===== src/rtl/osc_sel_pkg.sv =====
package osc_sel_pkg;
  localparam int unsigned SEL_W   = 3;
  localparam int unsigned TOP_SEL = (1 << SEL_W) - 1;
  localparam int unsigned EXP_MAX = TOP_SEL - 1;

  typedef logic [SEL_W-1:0] rate_sel_t;

  typedef enum logic [1:0] {
    SW_IDLE   = 2'd0,
    SW_WARMUP = 2'd1,
    SW_SETTLE = 2'd2,
    SW_ALIGN  = 2'd3
  } sw_state_t;

  localparam rate_sel_t SLOW_SEL = '0;

  // Divide exponent for a fast-derived setting; the slow code maps to 0 but is never used to index.
  function automatic rate_sel_t sel_to_exp(rate_sel_t s);
    if (s == SLOW_SEL) return '0;
    return rate_sel_t'(TOP_SEL) - s;
  endfunction
endpackage


===== src/rtl/osc_postscaler.sv =====
module osc_postscaler #(
  parameter int unsigned STAGES = 6
) (
  input  logic              clk,
  input  logic              rst_n,
  input  logic              fast_tick,
  output logic [STAGES:0]   bound_vec
);
  logic [STAGES-1:0] div_cnt;

  always_ff @(posedge clk or negedge rst_n) begin
    if (!rst_n) div_cnt <= '0;
    else if (fast_tick) div_cnt <= div_cnt + 1'b1;
  end

  // bound_vec[e] is high where the clock divided by 2^e has its falling edge.
  assign bound_vec[0] = 1'b1;
  for (genvar g = 1; g <= STAGES; g++) begin : g_tap
    assign bound_vec[g] = (div_cnt[g-1:0] == '0);
  end
endmodule


===== src/rtl/osc_stab_timer.sv =====
module osc_stab_timer #(
  parameter int unsigned TICKS = 32000
) (
  input  logic clk,
  input  logic rst_n,
  input  logic restart,
  input  logic run,
  input  logic fast_tick,
  output logic done
);
  localparam int unsigned CW = $clog2(TICKS + 1);
  localparam logic [CW-1:0] LAST = CW'(TICKS - 1);

  logic [CW-1:0] cnt;

  always_ff @(posedge clk or negedge rst_n) begin
    if (!rst_n) cnt <= '0;
    else if (restart) cnt <= '0;
    else if (run && fast_tick && (cnt != LAST)) cnt <= cnt + 1'b1;
  end

  assign done = run && fast_tick && !restart && (cnt == LAST);
endmodule


===== src/rtl/osc_edge_counter.sv =====
module osc_edge_counter #(
  parameter int unsigned EDGES = 8
) (
  input  logic clk,
  input  logic rst_n,
  input  logic clear,
  input  logic edge_tick,
  output logic reached
);
  localparam int unsigned CW = $clog2(EDGES + 1);
  localparam logic [CW-1:0] LIMIT = CW'(EDGES);

  logic [CW-1:0] cnt;

  always_ff @(posedge clk or negedge rst_n) begin
    if (!rst_n) cnt <= '0;
    else if (clear) cnt <= '0;
    else if (edge_tick && (cnt != LIMIT)) cnt <= cnt + 1'b1;
  end

  assign reached = (cnt == LIMIT);
endmodule


===== src/rtl/osc_switch_ctrl.sv =====
module osc_switch_ctrl
  import osc_sel_pkg::*;
(
  input  logic      clk,
  input  logic      rst_n,
  input  logic      wr_en,
  input  rate_sel_t wr_sel,
  input  logic      stab_done,
  input  logic      edges_reached,
  input  logic      align_ok,
  output rate_sel_t sel_q,
  output rate_sel_t act_sel,
  output logic      freq_stable,
  output logic      stab_restart,
  output logic      stab_run,
  output logic      edge_clear,
  output logic      edge_run
);
  sw_state_t state;
  logic wr_new, to_slow, from_slow, fast_retarget, back_to_act;

  assign wr_new        = wr_en && (wr_sel != sel_q);
  assign to_slow       = wr_new && (wr_sel == SLOW_SEL);
  // A write inside the warm-up window still counts as leaving the slow setting.
  assign from_slow     = wr_new && !to_slow && ((sel_q == SLOW_SEL) || (state == SW_WARMUP));
  assign fast_retarget = wr_new && !to_slow && !from_slow;
  assign back_to_act   = fast_retarget && (wr_sel == act_sel);

  assign stab_restart = from_slow;
  assign stab_run     = (state == SW_WARMUP);
  assign edge_clear   = wr_new;
  assign edge_run     = (state == SW_SETTLE);

  always_ff @(posedge clk or negedge rst_n) begin
    if (!rst_n) begin
      sel_q       <= SLOW_SEL;
      act_sel     <= SLOW_SEL;
      state       <= SW_IDLE;
      freq_stable <= 1'b0;
    end else if (to_slow) begin
      sel_q   <= SLOW_SEL;
      act_sel <= SLOW_SEL;
      state   <= SW_IDLE;
    end else if (from_slow) begin
      sel_q       <= wr_sel;
      act_sel     <= wr_sel;
      state       <= SW_WARMUP;
      freq_stable <= 1'b0;
    end else if (back_to_act) begin
      sel_q <= wr_sel;
      state <= SW_IDLE;
    end else if (fast_retarget) begin
      sel_q <= wr_sel;
      state <= SW_SETTLE;
    end else begin
      case (state)
        SW_WARMUP: if (stab_done) begin
          freq_stable <= 1'b1;
          state       <= SW_IDLE;
        end
        SW_SETTLE: if (edges_reached) state <= SW_ALIGN;
        SW_ALIGN: if (align_ok) begin
          act_sel <= sel_q;
          state   <= SW_IDLE;
        end
        default: ;
      endcase
    end
  end
endmodule


===== src/rtl/osc_freq_select.sv =====
module osc_freq_select
  import osc_sel_pkg::*;
#(
  parameter int unsigned STAB_TICKS   = 32000,
  parameter int unsigned SETTLE_EDGES = 8
) (
  input  logic             clk,
  input  logic             rst_n,
  input  logic             fast_tick,
  input  logic             slow_tick,
  input  logic             sel_wr,
  input  logic [SEL_W-1:0] sel_wdata,
  output logic             clk_en,
  output logic             freq_stable,
  output logic [SEL_W-1:0] sel_q
);
  logic [EXP_MAX:0] bound_vec;
  rate_sel_t        act_sel;
  logic             act_bound, tgt_bound, align_ok, edge_tick;
  logic             stab_restart, stab_run, stab_done;
  logic             edge_clear, edge_run, edges_reached;

  function automatic logic pick_bound(logic [EXP_MAX:0] v, rate_sel_t s);
    if (s == SLOW_SEL) return 1'b0;
    return v[sel_to_exp(s)];
  endfunction

  osc_postscaler #(.STAGES(EXP_MAX)) u_post (
    .clk       (clk),
    .rst_n     (rst_n),
    .fast_tick (fast_tick),
    .bound_vec (bound_vec)
  );

  assign act_bound = pick_bound(bound_vec, act_sel);
  assign tgt_bound = pick_bound(bound_vec, sel_q);
  // Hand over only where both divided clocks fall together.
  assign align_ok  = fast_tick && act_bound && tgt_bound;
  assign edge_tick = edge_run && fast_tick && tgt_bound;

  osc_stab_timer #(.TICKS(STAB_TICKS)) u_stab (
    .clk       (clk),
    .rst_n     (rst_n),
    .restart   (stab_restart),
    .run       (stab_run),
    .fast_tick (fast_tick),
    .done      (stab_done)
  );

  osc_edge_counter #(.EDGES(SETTLE_EDGES)) u_edges (
    .clk       (clk),
    .rst_n     (rst_n),
    .clear     (edge_clear),
    .edge_tick (edge_tick),
    .reached   (edges_reached)
  );

  osc_switch_ctrl u_ctrl (
    .clk           (clk),
    .rst_n         (rst_n),
    .wr_en         (sel_wr),
    .wr_sel        (sel_wdata),
    .stab_done     (stab_done),
    .edges_reached (edges_reached),
    .align_ok      (align_ok),
    .sel_q         (sel_q),
    .act_sel       (act_sel),
    .freq_stable   (freq_stable),
    .stab_restart  (stab_restart),
    .stab_run      (stab_run),
    .edge_clear    (edge_clear),
    .edge_run      (edge_run)
  );

  always_ff @(posedge clk or negedge rst_n) begin
    if (!rst_n) clk_en <= 1'b0;
    else if (act_sel == SLOW_SEL) clk_en <= slow_tick;
    else clk_en <= fast_tick && act_bound;
  end
endmodule


===== config.mk =====
export PLATFORM = sky130hd
export DESIGN_NAME = osc_freq_select
export DESIGN_NICKNAME = d
export VERILOG_FILES = /design/src/rtl/osc_sel_pkg.sv /design/src/rtl/osc_postscaler.sv /design/src/rtl/osc_stab_timer.sv /design/src/rtl/osc_edge_counter.sv /design/src/rtl/osc_switch_ctrl.sv /design/src/rtl/osc_freq_select.sv
export SDC_FILE = /design/constraint.sdc
export NUM_CORES = 1
export LEC_CHECK = 0
export ABC_AREA = 1
export CORE_MARGIN = 2
export CORE_UTILIZATION = 55
export CTS_BUF_LIST = sky130_fd_sc_hd__clkbuf_4 sky130_fd_sc_hd__clkbuf_8 sky130_fd_sc_hd__clkbuf_16
export CTS_CLUSTER_DIAMETER = 60
export CTS_CLUSTER_SIZE = 28
export DETAILED_ROUTE_END_ITERATION = 8
export GPL_TIMING_DRIVEN = 0
export PLACE_DENSITY = 0.81
export SYNTH_ARGS = -nofsm -noshare
export SYNTH_HDL_FRONTEND = slang
export SYNTH_HIERARCHICAL = 1
export SYNTH_SLANG_ARGS = --single-unit

===== constraint.sdc =====
create_clock -name clk -period 2.1 [get_ports clk]
set_input_delay 0.42 -clock clk [delete_from_list [all_inputs] [get_ports clk]]
set_output_delay 0.42 -clock clk [all_outputs]
set_load 0.1 [all_outputs]

# Word level (Yosys, flattened, before mapping)
# Index checks and enable logic that the tools add are counted.
dict set report word_totals {
  ff_bits 35
  inputBits 8
  out_inout_bits 5
  word_cells 116
}
dict set report classes {
  add_sub_neg 5
  n_lt_le_gt_ge 2
  eq_ne 16
  n_mux 46
  bitwise 2
  n_reduce_logical 37
}
# op n
set op_table {}
lappend op_table {{2-to-1 mux 3 bit} 16}
lappend op_table {{2-to-1 mux 15 bit} 2}
lappend op_table {{2-to-1 mux 1 bit} 16}
lappend op_table {{adder 15 x 1 -> 15 bit, second input constant} 1}
lappend op_table {{== test 15 bit, second input constant} 1}
lappend op_table {{logical AND 1 bit} 15}
lappend op_table {{inequality test 15 bit, second input constant} 1}
lappend op_table {{2-to-1 mux 2 bit} 7}
lappend op_table {{zero test 3 bit} 4}
lappend op_table {{inequality test 6 x 2 -> 1 bit, second input constant} 2}
lappend op_table {{less-than comparator 3 x 4 -> 1 bit, second input constant} 2}
lappend op_table {{2-to-1 mux 4 bit} 2}
lappend op_table {{AND reduction 4 bit} 2}
lappend op_table {{nonzero test 2 bit} 4}
lappend op_table {{nonzero test 7 bit} 1}
lappend op_table {{adder 6 x 1 -> 6 bit, second input constant} 1}
lappend op_table {{binary-select mux 1 bit (select 3 bit)} 2}
lappend op_table {{zero test 6 bit} 1}
lappend op_table {{inequality test 3 x 1 -> 1 bit, second input constant} 2}
lappend op_table {{inequality test 6 x 1 -> 1 bit, second input constant} 1}
lappend op_table {{case mux 2 bit (3 select lines)} 1}
lappend op_table {{nonzero test 3 bit} 2}
lappend op_table {{subtractor 3 bit, first input constant} 2}
lappend op_table {{zero test 5 bit} 1}
lappend op_table {{15 further kinds} 19}

# Logic depth before layout (Yosys ltp)
# Gate-level depths: netlist of run 1.
dict set report logic_depth {
  word_depth 16
  ltp_mapped 18
  depth_no_buf 18
}

# Modules after synthesis
# Netlist of run 1, hierarchy kept.
# mod n_inst cells_each area_per_inst_um2 seq_area_each_um2
set by_module_without_submodules {}
lappend by_module_without_submodules {osc_stab_timer 1 158 1044.8 375.4}
lappend by_module_without_submodules {osc_switch_ctrl 1 98 724.4 225.2}
lappend by_module_without_submodules {osc_postscaler 1 46 354.1 150.1}
lappend by_module_without_submodules {osc_edge_counter 1 29 229.0 100.1}
lappend by_module_without_submodules {osc_freq_select 1 47 227.7 25.0}

# Worst setup path after synthesis of run 1
# No wires, ideal clock.
dict set report synth_path {
  path_kind {register to register}
  start {reg u_ctrl.sel_q[0]}
  end {reg u_ctrl.state[0]}
  setup_time_ns 0.122
  arrival_time_ns 2.645
  required_time_ns 1.978
  slack_ns -0.667
  path_stages_with_launch 18
  n_path_buf 0
  synth_period_minus_slack_ns 2.767
  cell_sequence {dfrtp_1 nand2_1 nand2_2 nand3_4 nand4_4 inv_1 nor2_1 nand2_1 nor2_2 nand2_4 nor2_1 inv_1 o21ai_0 o21ai_0 nand2_1 o21ai_4 nor2_2 a21oi_2}
}
dict set report synth_via {
  elab_cells_between_ends 30
  cone_classes {add/sub: 1; eq/ne: 4; mux: 10; reduce/logical: 15}
}
# item line_no
set synth_rtl {}
lappend synth_rtl {{start, declared} osc_switch_ctrl.sv:11} ;# output rate_sel_t sel_q,
lappend synth_rtl {{start signal, assigned} osc_switch_ctrl.sv:45} ;# sel_q <= wr_sel;
lappend synth_rtl {{start signal, assigned} osc_switch_ctrl.sv:50} ;# sel_q <= wr_sel;
lappend synth_rtl {{start signal, assigned} osc_switch_ctrl.sv:53} ;# sel_q <= wr_sel;
lappend synth_rtl {{inequality test 3 bit} osc_switch_ctrl.sv:22} ;# assign wr_new = wr_en && (wr_sel != sel_q);
lappend synth_rtl {{logical AND 1 bit} osc_switch_ctrl.sv:22}
lappend synth_rtl {{logical AND 1 bit} osc_switch_ctrl.sv:23} ;# assign to_slow = wr_new && (wr_sel == SLOW_SEL);
lappend synth_rtl {{zero test 1 bit} osc_switch_ctrl.sv:25} ;# assign from_slow = wr_new && !to_slow && ((sel_q == SLOW_SEL) || (state == SW_WARMUP));
lappend synth_rtl {{logical AND 1 bit} osc_switch_ctrl.sv:25}
lappend synth_rtl {{logical AND 1 bit *} osc_switch_ctrl.sv:25}
lappend synth_rtl {{named net stab_restart} osc_freq_select.sv:20} ;# logic stab_restart, stab_run, stab_done;
lappend synth_rtl {{zero test 1 bit *} osc_stab_timer.sv:22} ;# assign done = run && fast_tick && !restart && (cnt == LAST);
lappend synth_rtl {{logical AND 1 bit * (2 in a row)} osc_stab_timer.sv:22}
lappend synth_rtl {{named net stab_done} osc_freq_select.sv:20}
lappend synth_rtl {{inequality test 6 x 2 -> 1 bit (no line) *} --}
lappend synth_rtl {{AND reduction 4 bit (no line) *} --}
lappend synth_rtl {{end signal, assigned} osc_switch_ctrl.sv:38} ;# state <= SW_IDLE;
lappend synth_rtl {{end signal, assigned} osc_switch_ctrl.sv:43} ;# state <= SW_IDLE;
lappend synth_rtl {{end signal, assigned} osc_switch_ctrl.sv:47} ;# state <= SW_WARMUP;
lappend synth_rtl {{end, declared} osc_switch_ctrl.sv:19} ;# sw_state_t state;
# Mark *: on every way through the listed nets, which the timed path passes. The rest lies on a longest branch. The select of a mux whose other input is x is not followed.
# A chain may end at the register's enable or synchronous reset.

# Worst setup path in the final report of run 1
dict set report layout_path {
  start {reg u_ctrl.sel_q[2]}
  end {reg u_ctrl.state[1]}
}
# The elaborated chain is that of the path after synthesis.

==> results of run 1 <==
-- stage by stage --
step | setup slack (ps) | utilization, % | instance area [µm²]
after floorplan | -161.7 | - | 2596
after global placement | -597.6 | 62.13 | 2761
after detailed placement | -657.7 | 62.02 | 2756
after CTS | -33.88 | 68.07 | 3025
after global routing | -145.7 | 70.16 | 3118
final | -26.62 | 70.16 | 3118
-- sequential cells by signal, summed over array words and instances (netlist names) --
| name | count |
|---|---|
| u_stab/cnt | 15 |
| u_post/div_cnt | 6 |
| u_edges/cnt | 4 |
| u_ctrl/act_sel | 3 |
| u_ctrl/sel_q | 3 |
| u_ctrl/state | 2 |
| clk_en | 1 |
| u_ctrl/freq_stable | 1 |
-- cell families (layout without fill, tap and decap cells) --
logic type	Yosys count	after routing	synth area share (%)
adders and majority gates	5	5	2.425
DFF	35	35	33.95
AOI/OAI and AO/OA	24	24	5.965
other	1	1	0.1454
xor gates and xnor gates	9	9	3.347
buffers and inverters	66	104	10.67
and+or+nand+nor	238	239	43.50
-- worst paths after layout --
| kind | end | slack [ps] | start | depth (start not counted) |
|---|---|---|---|---|
| worst min-delay path | u_post/div_cnt[0] | 210 | rst_n | 1 |
| worst max-delay path | u_ctrl/state[1] | -30 | u_ctrl/sel_q[2] | 16 |
| worst min register to register | u_stab/cnt[14] | 510 | u_stab/cnt[14] | 2 |
| max in group asynchronous | u_ctrl/sel_q[2] | 1310 | rst_n | 1 |
| worst max register to register | u_ctrl/state[1] | -30 | u_ctrl/sel_q[2] | 16 |
| min in group clk | u_ctrl/sel_q[2] | 420 | sel_wdata[2] | 3 |
-- layer usage --
| layer | global-route usage [%] | share of wire [%] | vias up |
|---|---|---|---|
| li1 | - | - | 1250 |
| met1 | 29.24 | 44 | 1134 |
| met2 | 41.39 | 50 | 75 |
| met3 | 4.861 | 4.5 | 10 |
| met4 | 9.053 | 1.6 | 0 |
| met5 | 0 | 0 | - |
-- cells in the final DEF (no fill, tap or decap), types with 7 or more instances in the layout --
| cell | count |
|---|---|
| sky130_fd_sc_hd__inv_1 | 46 |
| sky130_fd_sc_hd__nand4_1 | 8 |
| sky130_fd_sc_hd__dfrtp_1 | 32 |
| sky130_fd_sc_hd__inv_2 | 13 |
| sky130_fd_sc_hd__o21ai_1 | 7 |
| sky130_fd_sc_hd__buf_4 | 22 |
| sky130_fd_sc_hd__nor2_4 | 8 |
| sky130_fd_sc_hd__nand2_1 | 124 |
| sky130_fd_sc_hd__nor2_1 | 29 |
| sky130_fd_sc_hd__o21ai_0 | 7 |
| sky130_fd_sc_hd__nor2_2 | 12 |
| sky130_fd_sc_hd__xor2_1 | 7 |
| sky130_fd_sc_hd__nand2_2 | 10 |
| sky130_fd_sc_hd__nand3_1 | 31 |
-- worst register-to-register path, cell delays in order (launching register included) --
cell                      delay (ps)
sky130_fd_sc_hd__dfrtp_4         530
sky130_fd_sc_hd__xnor2_4         190
sky130_fd_sc_hd__nand3_4         110
sky130_fd_sc_hd__nand4_4          90
sky130_fd_sc_hd__inv_4            50
sky130_fd_sc_hd__nor2_4           90
sky130_fd_sc_hd__nand2_2          80
sky130_fd_sc_hd__nor2_4          130
sky130_fd_sc_hd__nand2_4          60
sky130_fd_sc_hd__nor2_2           80
sky130_fd_sc_hd__inv_1            60
sky130_fd_sc_hd__o21ai_1         120
sky130_fd_sc_hd__o21ai_1          80
sky130_fd_sc_hd__nand2_1         100
sky130_fd_sc_hd__o21ai_4         100
sky130_fd_sc_hd__nand2_2          80
sky130_fd_sc_hd__o21ai_2          60
-- area by class of cell --
cell class	instances	area share, %
multi-input combinational	278	49.12
sequential	35	28.45
timing repair buffer	30	7.665
inverter	60	7.303
clock buffer	6	2.648
tap	52	2.087
buffer	6	1.605
clock inverter	2	1.124
-- repair_timing --
action                                  CTS  global route
setup buffers                            15             6
endpoints found under the setup margin   27            24
resized for setup                        20            16
pin swaps                                 8            15
gates cloned                              0             1
-- power by group --
part	total, mW	leakage, nW	switching, mW	internal [mW]
Sequential	1.07	0.453	0.227	0.845
Combinational	1.50	1.11	0.921	0.576
Clock	0.634	0.0612	0.250	0.384
==> results.md, run 1 <==
Run status:
- The flow ran to the end, but the final reports show violations.
- The checks that failed: setup timing.

STA:
- The timing-limited maximum frequency is 0.4702 GHz.
- Setup violations remaining at the end of the flow were counted as 2.
- After layout, the worst setup slack is -26.62 ps.
- Summed over all failing endpoints, the final setup total negative slack is -37.36 ps.
- The period utilization is 101.3%.
- The number of failing hold endpoints at the final stage is 0.
- The max-slew headroom at the worst pin is 36.29%.
- Hold is met by 208.1 ps.
- For the finished layout, the period the worst path requires is 2127 ps.
- Between clock sinks in the finished design, the worst skew comes to 2.584 ps.
- Setup repair after global routing could not meet its margin everywhere.
- The worst-margin pin slew is 959.4 ps.
- The number of max-slew violations in the final report is 0.

Routing:
- The aggregate routed wire length is 5.870 mm.
- The residual DRC count is 0.
- After the first detailed-routing iteration, the DRC count stood at 154.
- The number of vias per cell after detailed routing is 5.264.
- The via count is 2469.
- The number of routed nets with antenna violations is 0.
- For this run, the detailed router's first-pass iteration total came to 4.
- In the final routed layout, each cell accounts on average for 12.52 µm.

Placement:
- Once detailed placement completed, the half-perimeter wirelength came to 3.771 mm.
- The number of buffers inserted by port buffering is 10.
- The congestion estimate from routability-driven global placement came to 0.8493.
- In this run, placement finished with an instance count of 440.

Finish:
- The area of the multi-input gates is 0.001531 mm².
- The share of cells above drive strength 1 is 23.98%.
- The sequential cells in the finished layout cover a total of 887.1 µm².
- The number of fill cells is 350.
- In the final design database the tool counted 429 nets.
- The non-filler instance count after layout is 469.
- The post-synthesis to final-layout area growth is 20.85%.
- The repair_antennas step left the layout with diodes totalling 0.

Synthesis:
- The number of flip-flops and latches in the synthesized netlist is 35.
- The area share of the largest cell type after synthesis is 33.95%.
- The number of enable-type register cells in the synthesized netlist is 0.
- The most common cell in the synthesized netlist is sky130_fd_sc_hd__nand2_1.
- The library cell occupying the most area in the post-synthesis netlist is sky130_fd_sc_hd__dfrtp_1.
- Counting flops with an async set or reset pin after synthesis yields a share of 100.0%.
- The cell count after synthesis came out at 378.
- The number of distinct library cells after synthesis is 35.
- In the synthesized netlist, the cells that appear most often are sky130_fd_sc_hd__nand2_1 (130), sky130_fd_sc_hd__inv_1 (52), sky130_fd_sc_hd__dfrtp_1 (35), sky130_fd_sc_hd__nor2_1 (35), sky130_fd_sc_hd__nand3_1 (31).
- The number of warnings issued by yosys is 6.
- Ranked by total cell area, the synthesized netlist is headed by sky130_fd_sc_hd__dfrtp_1 (34%), sky130_fd_sc_hd__nand2_1 (19%), sky130_fd_sc_hd__inv_1 (7.6%), sky130_fd_sc_hd__nand3_1 (6.0%), sky130_fd_sc_hd__nor2_1 (5.1%).
- The most instantiated flip-flop cell in the synthesis netlist is sky130_fd_sc_hd__dfrtp_1.
- The total nets after synthesis is 391.
- The cell area that synthesis handed to floorplanning was 0.002580 mm².
- The sequential share of the synthesized area is 33.95%.
- Averaged over all synthesized cells, the footprint is 6.825 µm².

Clock tree:
- The root cell of the clock tree is sky130_fd_sc_hd__clkbuf_8.
- The H-tree was split into 2 levels.
- The maximum number of buffers from clock root to sink is 2.
- Hold repair after CTS inserted 0 buffers.
- The number of clock buffers inserted by TritonCTS is 5.
- At the later pin of the worst-skew pair, clock insertion delay measures 280 ps.
- TritonCTS built the clock tree.
- The clock sink count is 35.
- The clock transition time at the flip-flop clock pins of the worst setup and hold paths is 70 ps.

Min path:
- The path class of the tightest hold or removal check is in2async.

Setup path:
- Traced cell by cell, the critical path runs through xnor2_4 > nand3_4 > nand4_4 > inv_4 > nor2_4 > nand2_2 > nor2_4 > nand2_4 > nor2_2 > inv_1 > o21ai_1 > o21ai_1 > nand2_1 > o21ai_4 > nand2_2 > o21ai_2.
- The maximum fanout encountered on the critical timing path is 5.
- The category of the worst setup path capture point is a flop.
- Counting both buffers and inverters, the worst setup path holds a total of 2.
- The kind of launch point of the worst setup path is a flop.
- The setup path with the least slack is of type reg2reg.
- The required arrival time at the worst endpoint is 2260 ps.
- For this design, the slowest cell found on the critical path is sky130_fd_sc_hd__dfrtp_4.
- In this design, the stage delay of the slowest critical-path cell is 530 ps.
- The cell family contributing the most delay on the critical path is simple AND/OR/NAND/NOR gates.
- The endpoint arrival time on the critical path is 2290 ps.

Pwr:
- The post-layout total power is 3.203 mW.
- VDD sags by at most 0.4686 mV.
- The power density over the cells is 1027 mW/mm².
- In this run the static leakage power is 1.627 nW.

Global route:
- Global routing finished with a remaining overflow of 0.
- Global routing consumed, over all layers together, 23.87% of the routing resources.
- The pin count of the biggest net entering global routing is 36.
- The first global-routing pass estimated 9.908 mm of wire.
- The via count of the first global-routing pass is 2381.
- The number of antenna violations at the first check in global routing came to 0.

Die:
- In this run the vertical extent of the chip is 72.49 µm.
- The number of ports placed on the die boundary is 13.
- In this run the core area contains 24 standard-cell rows.
- The die extent in x is 72.49 µm.
- After floorplanning, the core was sized to cover 0.004444 mm².
- The effective utilization at floorplan is 58.05%.
- The floorplan die area is 0.005255 mm².

Run:
- Max-cap violations in this run came to 0.
Note: power is estimated with default switching activity, not from simulation.
==> inputs of run 2 (changes only) <==
--- a/config.mk
+++ b/config.mk
@@ -9,7 +9,7 @@
 export CORE_MARGIN = 2
 export CORE_UTILIZATION = 55
 export CTS_BUF_LIST = sky130_fd_sc_hd__clkbuf_4 sky130_fd_sc_hd__clkbuf_8 sky130_fd_sc_hd__clkbuf_16
-export CTS_CLUSTER_DIAMETER = 60
+export CTS_CLUSTER_DIAMETER = 100
 export CTS_CLUSTER_SIZE = 28
 export DETAILED_ROUTE_END_ITERATION = 8
 export GPL_TIMING_DRIVEN = 0
==> results of run 2 <==
Final layout, timing and power as in run 1 (identical DEF).
